<file path="src/rtl/aurx_pkg.sv">
package aurx_pkg;

  localparam logic [2:0] FMT_I2S = 3'b000;
  localparam logic [2:0] FMT_RJ  = 3'b001;
  localparam logic [2:0] FMT_DSP = 3'b010;
  localparam logic [2:0] FMT_LJ  = 3'b011;

  localparam int LEN_BITS = 6;

  // strobes from control to datapath, valid for one system clock
  typedef struct packed {
    logic                shiftEn;   // a new serial bit is present
    logic                takeLeft;  // latch left sample this cycle
    logic                takeRight; // latch right sample and publish pair
    logic                useHist;   // take word from history (excludes current bit)
    logic                clear;     // idle: zero all state
    logic [LEN_BITS-1:0] wordLen;   // active sample length in bits
  } rxStrobes_t;

endpackage

</file>
<file path="src/rtl/aurx_sync.sv">
module aurx_sync #(
  parameter int STAGES = 2
) (
  input  logic clk,
  input  logic rstN,
  input  logic bclkIn,
  input  logic wclkIn,
  input  logic sdIn,
  output logic bitRise,
  output logic wclkS,
  output logic sdS
);

  logic [STAGES-1:0] bChain, wChain, dChain;
  logic              bPrev;

  always_ff @(posedge clk) begin
    if (!rstN) begin
      bChain <= '0;
      wChain <= '0;
      dChain <= '0;
      bPrev  <= 1'b0;
    end else begin
      bChain <= {bChain[STAGES-2:0], bclkIn};
      wChain <= {wChain[STAGES-2:0], wclkIn};
      dChain <= {dChain[STAGES-2:0], sdIn};
      bPrev  <= bChain[STAGES-1];
    end
  end

  assign bitRise = bChain[STAGES-1] & ~bPrev;
  assign wclkS   = wChain[STAGES-1];
  assign sdS     = dChain[STAGES-1];

endmodule

</file>
<file path="src/rtl/aurx_ctrl.sv">
module aurx_ctrl
  import aurx_pkg::*;
#(
  parameter int CNT_W = 6
) (
  input  logic        clk,
  input  logic        rstN,
  input  logic [15:0] ctrlWord,
  input  logic        bitRise,
  input  logic        wclkS,
  output rxStrobes_t  strobes,
  output logic        powerDown,
  output logic [1:0]  deemphSel,
  output logic        cfgError
);

  localparam logic [CNT_W-1:0] CNT_MAX = {CNT_W{1'b1}};

  logic [2:0]          fmtCode;
  logic [1:0]          widCode;
  logic [4:0]          cfgReg;
  logic                cfgChange, run;
  logic [LEN_BITS-1:0] wordLen;
  logic                prevW, haveLeft, wEdge, restart;
  logic [CNT_W-1:0]    cnt, kNow, lenK, len2K;
  logic                capL, capR, hist;

  assign fmtCode   = ctrlWord[7:5];
  assign widCode   = ctrlWord[4:3];
  assign powerDown = ctrlWord[2];
  assign deemphSel = ctrlWord[9:8];
  assign cfgError  = fmtCode[2] | (widCode == 2'b11);
  assign cfgChange = ({fmtCode, widCode} != cfgReg);
  assign run       = ~powerDown & ~cfgError & ~cfgChange;

  always_comb begin
    case (widCode)
      2'b01:   wordLen = LEN_BITS'(20);
      2'b10:   wordLen = LEN_BITS'(16);
      default: wordLen = LEN_BITS'(24);
    endcase
  end

  assign lenK  = CNT_W'(wordLen);
  assign len2K = CNT_W'({wordLen, 1'b0});
  assign wEdge = wclkS ^ prevW;
  // DSP frames restart only on the rising sync pulse
  assign restart = (fmtCode == FMT_DSP) ? (wclkS & ~prevW) : wEdge;
  assign kNow    = restart ? '0 : ((cnt == CNT_MAX) ? CNT_MAX : cnt + 1'b1);

  always_comb begin
    capL = 1'b0;
    capR = 1'b0;
    hist = 1'b0;
    case (fmtCode)
      FMT_I2S: begin
        capL = (kNow == lenK) & ~wclkS;
        capR = (kNow == lenK) &  wclkS;
      end
      FMT_LJ: begin
        capL = (kNow == lenK - 1'b1) &  wclkS;
        capR = (kNow == lenK - 1'b1) & ~wclkS;
      end
      FMT_RJ: begin
        hist = 1'b1;
        capL = wEdge &  prevW;
        capR = wEdge & ~prevW;
      end
      FMT_DSP: begin
        capL = (kNow == lenK);
        capR = (kNow == len2K);
      end
      default: ;
    endcase
  end

  always_ff @(posedge clk) begin
    if (!rstN) begin
      cfgReg   <= '0;
      prevW    <= 1'b0;
      cnt      <= CNT_MAX;
      haveLeft <= 1'b0;
    end else begin
      cfgReg <= {fmtCode, widCode};
      if (!run) begin
        prevW    <= 1'b0;
        cnt      <= CNT_MAX;
        haveLeft <= 1'b0;
      end else if (bitRise) begin
        prevW <= wclkS;
        cnt   <= kNow;
        if (capL)      haveLeft <= 1'b1;
        else if (capR) haveLeft <= 1'b0;
      end
    end
  end

  always_comb begin
    strobes.shiftEn   = run & bitRise;
    strobes.takeLeft  = run & bitRise & capL;
    strobes.takeRight = run & bitRise & capR & haveLeft;
    strobes.useHist   = hist;
    strobes.clear     = ~run;
    strobes.wordLen   = wordLen;
  end

endmodule

</file>
<file path="src/rtl/aurx_datapath.sv">
module aurx_datapath
  import aurx_pkg::*;
#(
  parameter int SAMPLE_W = 24
) (
  input  logic                clk,
  input  logic                rstN,
  input  rxStrobes_t          strobes,
  input  logic                sdS,
  output logic [SAMPLE_W-1:0] leftOut,
  output logic [SAMPLE_W-1:0] rightOut,
  output logic                sampleValid
);

  localparam int AMT_W = $clog2(SAMPLE_W + 1);

  logic [SAMPLE_W-1:0] shReg, shNext, src, aligned, pendL;
  logic [AMT_W-1:0]    shAmt;

  assign shNext  = {shReg[SAMPLE_W-2:0], sdS};
  assign src     = strobes.useHist ? shReg : shNext;
  assign shAmt   = AMT_W'(SAMPLE_W) - AMT_W'(strobes.wordLen);
  assign aligned = src << shAmt;

  always_ff @(posedge clk) begin
    if (!rstN || strobes.clear) begin
      shReg       <= '0;
      pendL       <= '0;
      leftOut     <= '0;
      rightOut    <= '0;
      sampleValid <= 1'b0;
    end else begin
      sampleValid <= 1'b0;
      if (strobes.shiftEn)  shReg <= shNext;
      if (strobes.takeLeft) pendL <= aligned;
      if (strobes.takeRight) begin
        leftOut     <= pendL;
        rightOut    <= aligned;
        sampleValid <= 1'b1;
      end
    end
  end

endmodule

</file>
<file path="src/rtl/audio_serial_rx.sv">
module audio_serial_rx #(
  parameter int SAMPLE_W    = 24,
  parameter int CNT_W       = 6,
  parameter int SYNC_STAGES = 2
) (
  input  logic                clk,
  input  logic                rstN,
  input  logic [15:0]         ctrlWord,
  input  logic                bclkIn,
  input  logic                wclkIn,
  input  logic                sdIn,
  output logic [SAMPLE_W-1:0] leftOut,
  output logic [SAMPLE_W-1:0] rightOut,
  output logic                sampleValid,
  output logic                powerDown,
  output logic [1:0]          deemphSel,
  output logic                cfgError
);

  aurx_pkg::rxStrobes_t strobes;
  logic bitRise, wclkS, sdS;

  aurx_sync #(.STAGES(SYNC_STAGES)) uSync (
    .clk(clk), .rstN(rstN), .bclkIn(bclkIn), .wclkIn(wclkIn), .sdIn(sdIn),
    .bitRise(bitRise), .wclkS(wclkS), .sdS(sdS)
  );

  aurx_ctrl #(.CNT_W(CNT_W)) uCtrl (
    .clk(clk), .rstN(rstN), .ctrlWord(ctrlWord), .bitRise(bitRise),
    .wclkS(wclkS), .strobes(strobes), .powerDown(powerDown),
    .deemphSel(deemphSel), .cfgError(cfgError)
  );

  aurx_datapath #(.SAMPLE_W(SAMPLE_W)) uData (
    .clk(clk), .rstN(rstN), .strobes(strobes), .sdS(sdS),
    .leftOut(leftOut), .rightOut(rightOut), .sampleValid(sampleValid)
  );

endmodule

</file>
<file path="config.mk">
export PLATFORM = sky130hd
export DESIGN_NAME = audio_serial_rx
export DESIGN_NICKNAME = d
export VERILOG_FILES = /design/src/rtl/aurx_pkg.sv /design/src/rtl/aurx_sync.sv /design/src/rtl/aurx_ctrl.sv /design/src/rtl/aurx_datapath.sv /design/src/rtl/audio_serial_rx.sv
export SDC_FILE = /design/constraint.sdc
export NUM_CORES = 1
export LEC_CHECK = 0
export ABC_AREA = 0
export BUFFER_PORTS_ARGS = -buffer_cell sky130_fd_sc_hd__buf_2
export CAP_MARGIN = 20
export CORE_UTILIZATION = 50
export DETAILED_ROUTE_END_ITERATION = 10
export GPL_TIMING_DRIVEN = 0
export PLACE_DENSITY_LB_ADDON = 0.3
export SYNTH_ARGS = -nofsm -noshare
export SYNTH_HDL_FRONTEND = slang
export SYNTH_SLANG_ARGS = --single-unit
</file>
<file path="constraint.sdc">
create_clock -name clk -period 7.7 [get_ports clk]
set_clock_uncertainty 0.1 [all_clocks]
set_input_delay 1.54 -clock clk [delete_from_list [all_inputs] [get_ports clk]]
set_output_delay 1.54 -clock clk [all_outputs]
set_load 0.02 [all_outputs]
</file>
# Word level (Yosys, flattened, before mapping)
# Cells that the tools add are included.
[word_totals]
register_bits = 117
inputBits = 21
output_inout_bits = 53
word_cells = 68
[classes]
addsub = 3
n_eq_ne = 11
shift = 1
mux = 11
bitwise = 23
n_reduce_logical = 6
[op_table]
columns = ["op", "count"]
rows = [
  ["24-bit 2-to-1 mux", 1],
  ["24-bit by 5-bit << shifter with 24-bit output", 1],
  ["1-bit bitwise AND", 14],
  ["6-bit == test", 2],
  ["6-bit 2-to-1 mux", 2],
  ["1-bit case mux with 4 select lines", 2],
  ["4-bit case mux with 2 select lines", 1],
  ["1-bit inverter", 7],
  ["6-bit by 1-bit adder with 6-bit output (second input constant)", 1],
  ["3-bit by 2-bit == test with 1-bit output (second input constant)", 2],
  ["6-bit by 5-bit == test with 1-bit output", 1],
  ["6-bit == test (second input constant)", 1],
  ["5-bit by 1-bit subtractor with 6-bit output (second input constant)", 1],
  ["1-bit 2-to-1 mux", 5],
  ["5-bit != test", 1],
  ["5-bit subtractor (first input constant)", 1],
  ["2-bit == test (second input constant)", 2],
  ["2-bit AND reduction", 2],
  ["3-bit by 1-bit == test with 1-bit output (second input constant)", 1],
  ["3-bit zero test", 1],
  ["2-bit by 1-bit == test with 1-bit output (second input constant)", 1],
  ["2-bit nonzero test", 1],
  ["1-bit zero test", 1],
  ["1-bit logical OR", 1],
  ["2 further kinds", 2],
]

# Longest topological paths before layout
[logic_depth]
depth_word = 10
ltp_mapped = 14
depth_no_buf = 10

# Cells and area by module
# From an unflattened synthesis, not the netlist that was laid out.
[hier_totals]
hier_cells = 709
hier_area_um2 = 6392.4
[modules_own_cells]
columns = ["module", "instances", "cells_per_inst", "area_each_um2", "seq_area_each_um2"]
rows = [
  ["aurx_datapath", 1, 553, 5062.4, 1941.9],
  ["aurx_ctrl", 1, 141, 1139.8, 260.2],
  ["aurx_sync", 1, 15, 190.2, 140.1],
]

# Least setup slack after synthesis
# OpenSTA, ideal clock, no wires.
[synth_timing]
path_type = "input to register"
from = "in ctrlWord[4]"
to = "reg uData.pendL[2]"
setup_ns = 0.128
arrival_time_ns = 3.732
required_time_ns = 7.472
slack_ns = 3.740
stages = 12
path_buffers = 2
path_cell_list = "inv_1 -> ha_1 -> inv_1 -> buf_1 -> a211oi_1 -> a211oi_2 -> nand4b_1 -> or3b_4 -> a21boi_4 -> buf_6 -> mux2i_1 -> nor2_1"
[synth_between]
elab_chain_len = 7
elab_cells_between_ends = 22
cone_classes = "2 x add/sub; 6 x eq/ne; 1 x shift; 2 x mux; 10 x bitwise; 1 x reduce/logical"
[synth_rtl]
columns = ["element", "line_no", "rtl"]
rows = [
  ["from (decl)", "audio_serial_rx.sv:8", "input logic [15:0] ctrlWord,"],
  ["2-bit == test, or another cell as far along", "aurx_ctrl.sv:37", "case (widCode)"],
  ["4-bit case mux with 2 select lines / 1-bit OR (equally long branches)", "aurx_ctrl.sv:37, aurx_ctrl.sv:32", ""],
  ["5-bit by 1-bit subtractor with 6-bit output / 1-bit inverter (equally long branches)", "aurx_ctrl.sv:61, aurx_ctrl.sv:34", ""],
  ["6-bit == test / 1-bit bitwise AND (equally long branches)", "aurx_ctrl.sv:61, aurx_ctrl.sv:34", ""],
  ["1-bit bitwise AND, on equally long branches", "aurx_ctrl.sv:61, aurx_ctrl.sv:34", ""],
  ["1-bit case mux with 4 select lines, or another cell as far along", "aurx_ctrl.sv:55", "case (fmtCode)"],
  ["1-bit bitwise AND / 1-bit logical OR (equally long branches)", "aurx_ctrl.sv:100, aurx_datapath.sv:26", ""],
  ["to (signal assigned)", "aurx_datapath.sv:35", "if (strobes.takeLeft) pendL <= aligned;"],
  ["to (decl)", "aurx_datapath.sv:17", "logic [SAMPLE_W-1:0] shReg, shNext, src, aligned, pendL;"],
]
# Parallel ways exist; a longest one is shown, timed or not.
# A chain may end at the register's enable or synchronous reset.

# Final worst setup path
[layout_timing]
from = "in ctrlWord[4]"
to = "reg uData.pendL[6]"
# Same word-level chain as after synthesis.

==> metrics.txt <==
Vias=between 4000 and 5000; Setup CP Type=in2reg; Post-route DRC=0; TritonCTS clock tree=built; ys async rst share=0%; final hold violation count=0; RSZ-0062 raised after global routing=false; htree depth=4; Slew HR=49.2%; Synth Flop Type=dfxtp_1; Final HPWL DP=~9.6 mm; largest net degree at the start of global routing=17; ant diodes=0; maxcap violations=0; Reg clk slew, reported paths=0.06 ns; Synth Register Bits=117; Hold Buf Count CTS=0; CP max stage cell=buf_1; Nets=~720; Die H=approximately 110 um; vias in the first global route=4399; PD cells=229 nW/um^2; Layout area overhead=20.5%; Die Wd=approximately 110 um; Peak VDD IR=133 uV; post-route cell area=between 6000 and 7000 um^2; CTS Buffer Depth=2; setup TNS=0 ns; CTS root buf=clkbuf_8; Final setup viols=0; grt total ovfl=0; worst path arrival time=around 4.4 ns; Seq/Total Area, Yosys=approximately 44%; Pleak=around 2.4 nW; drt pass-1 iters=6; final wirelength=13.3 mm; Post-synth EDFFs=0; num rows=37; area leader, netlist=dfxtp_1; Hold Path Class=reg2reg; Final ANT Viol Nets=0; Post-Syn Area=between 5000 and 6000 um^2; IO Port Bufs=between 60 and 70; Crit path required time=7.98 ns; setup bufs post-CTS=0; post-placement cell area=5860 um^2; most frequent CP cell=inv_1; Placed Cells=approximately 800; crit end category=flop; FMAX=around 240 MHz; Final min period=4.15 ns; startpoint types=primary input; clk_lat worst skew=0.52 ns; fraction of layout cells with a size suffix above 1=approximately 17%; fin. max-slew vios=0; Top Ports=74; most common cell in the netlist=nand2_1; Starting Density=51.8%; vias per inst=5.54; YS warnings=0; post-cts resize count=0; count of different cell masters after synthesis=51; top cell type's share of synthesized area=a little over two fifths; GRT Util Overall=between 20% and 30%; CTS Sinks=between 100 and 150; first-pass GRT wire length=between 20 and 25 mm; largest cells by area after synthesis=dfxtp_1, mux2i_1, nand2_1, nor2_1, a21oi_1; outcome=complete, no violations; Commonest cells post-synth=nand2_1, dfxtp_1, mux2i_1; Worst Hold Margin=approximately 0.33 ns; Final Cycle Share=a little over half; critical-path cell list=buf_2, inv_1, ha_1, inv_1, buf_1, a211oi_1, a211oi_2, nand4b_1, or3b_4, a21boi_4, buf_6, mux2i_1, nor2_1; worst-margin pin slew=~0.76 ns; Mapped Cells=between 600 and 700; Core ar.=around 10000 um^2; syn avg cell area=8.75 um^2; syn_nets=around 640; Bufs and invs on worst path=5; RePlAce Congestion=0.928; delay of the slowest critical-path stage=0.59 ns; average wire per standard cell=approximately 16 um; Initial DRC Count=roughly 420; non-filler instance count after layout=about 850; initial antenna violation count=0; delay-heaviest family, CP=buffers and inverters; CP Max Fanout=10; CTS Buf Count=17; Final Core Density=roughly 62%; Die Area=~11000 um^2
==> cell usage in the layout, fill, tap and decap left out, types with 4 or more instances in the layout <==
master / Yosys / layout
nand2_1: 118 / 118
dfxtp_1: 117 / 117
mux2i_1: 88 / 88
buf_2: 6 / 69
nor2_1: 59 / 59
a21oi_1: 34 / 34
clkbuf_1: 27 / 27
o21ai_0: 23 / 23
and2_1: 21 / 21
clkbuf_16: 0 / 16
a211oi_1: 14 / 14
nand3_1: 9 / 9
nor3_1: 8 / 8
inv_1: 7 / 7
xor2_1: 7 / 7
buf_4: 6 / 6
ha_1: 6 / 6
inv_6: 0 / 6
and3_1: 5 / 5
nor2b_1: 5 / 5
mux2_2: 4 / 4
o221ai_1: 4 / 4
o21ai_1: 4 / 4
==> final cells by class <==
type	instances	area, um^2
Fill cell	890	3890
Multi-Input combinational cell	444	2750
Sequential cell	117	2340
Clock buffer	18	428
Timing Repair Buffer	63	315
Buffer	46	253
Clock inverter	14	188
Tap cell	136	170
Inverter	7	26.3
==> registers in the layout (all words and copies together), names as in the netlist <==
signal / count
uCtrl.cfgReg: 5
uData.pendL: 24
uData.rightOut: 24
uSync.wChain: 2
uData.shReg: 24
uSync.bChain: 2
uCtrl.haveLeft: 1
uSync.bPrev: 1
uData.leftOut: 24
uData.sampleValid: 1
uCtrl.cnt: 6
uCtrl.prevW: 1
uSync.dChain: 2
==> where the power goes <==
group | switching [mW] | internal [mW] | total (mW)
Combinational | 0.0349 | 0.0202 | 0.0550
Clock | 0.306 | 0.511 | 0.818
Sequential | 0.00140 | 0.608 | 0.610
==> worst reg2reg max path: cells and delay by family, from the launching register on <==
family                   cells  cell delay [ns]
flip-flops                   1             0.41
AND/OR/NAND/NOR              3             0.36
multiplexers                 1             0.25
adder cells (fa/ha/maj)      1             0.31
AO/OA/AOI/OAI                4             1.37
buffers and inverters        1             0.23
==> final timing paths <==
check | from | to | slack (ns) | cells after the start
hold / removal | uSync.dChain[0] | uSync.dChain[1] | 0.33 | 1
setup / recovery | ctrlWord[4] | uData.pendL[6] | 3.55 | 13
hold reg to reg | uSync.dChain[0] | uSync.dChain[1] | 0.33 | 1
setup reg to reg | uCtrl.cnt[0] | uData.pendL[6] | 4.54 | 10
==> metal layers <==
| metal | wire (um) | GRT usage, % | share of wire (%) | vias to the layer above |
|---|---|---|---|---|
| met5 | 0 | 0 | 0 | - |
| met4 | 340 | 9.72 | 2.6 | 0 |
| met2 | 6240 | 40.7 | 47 | 182 |
| li1 | - | - | - | 2260 |
| met1 | 6030 | 30.5 | 45 | 2196 |
| met3 | 667 | 4.45 | 5.0 | 40 |
==> cells by family (layout without fill, tap and decap cells) <==
group,Yosys count,after routing,synth area share (%)
simple gates,241,241,20.0
flops,117,117,43.6
compound gates,96,96,11.2
mux,92,92,17.2
buf+inv,53,148,5.19
xor+xnor,9,9,1.47
fa+ha+maj,6,6,1.40
==> per-stage QoR <==
step | power (mW) | setup slack, ns
2_1_floorplan | 0.662 | 3.74
3_3_place_gp | 0.675 | 3.20
3_5_place_dp | 0.677 | 3.14
4_1_cts | 1.49 | 3.59
5_1_grt | 1.52 | 3.40
6_report | 1.48 | 3.55
(Power assumes the default switching activity.)
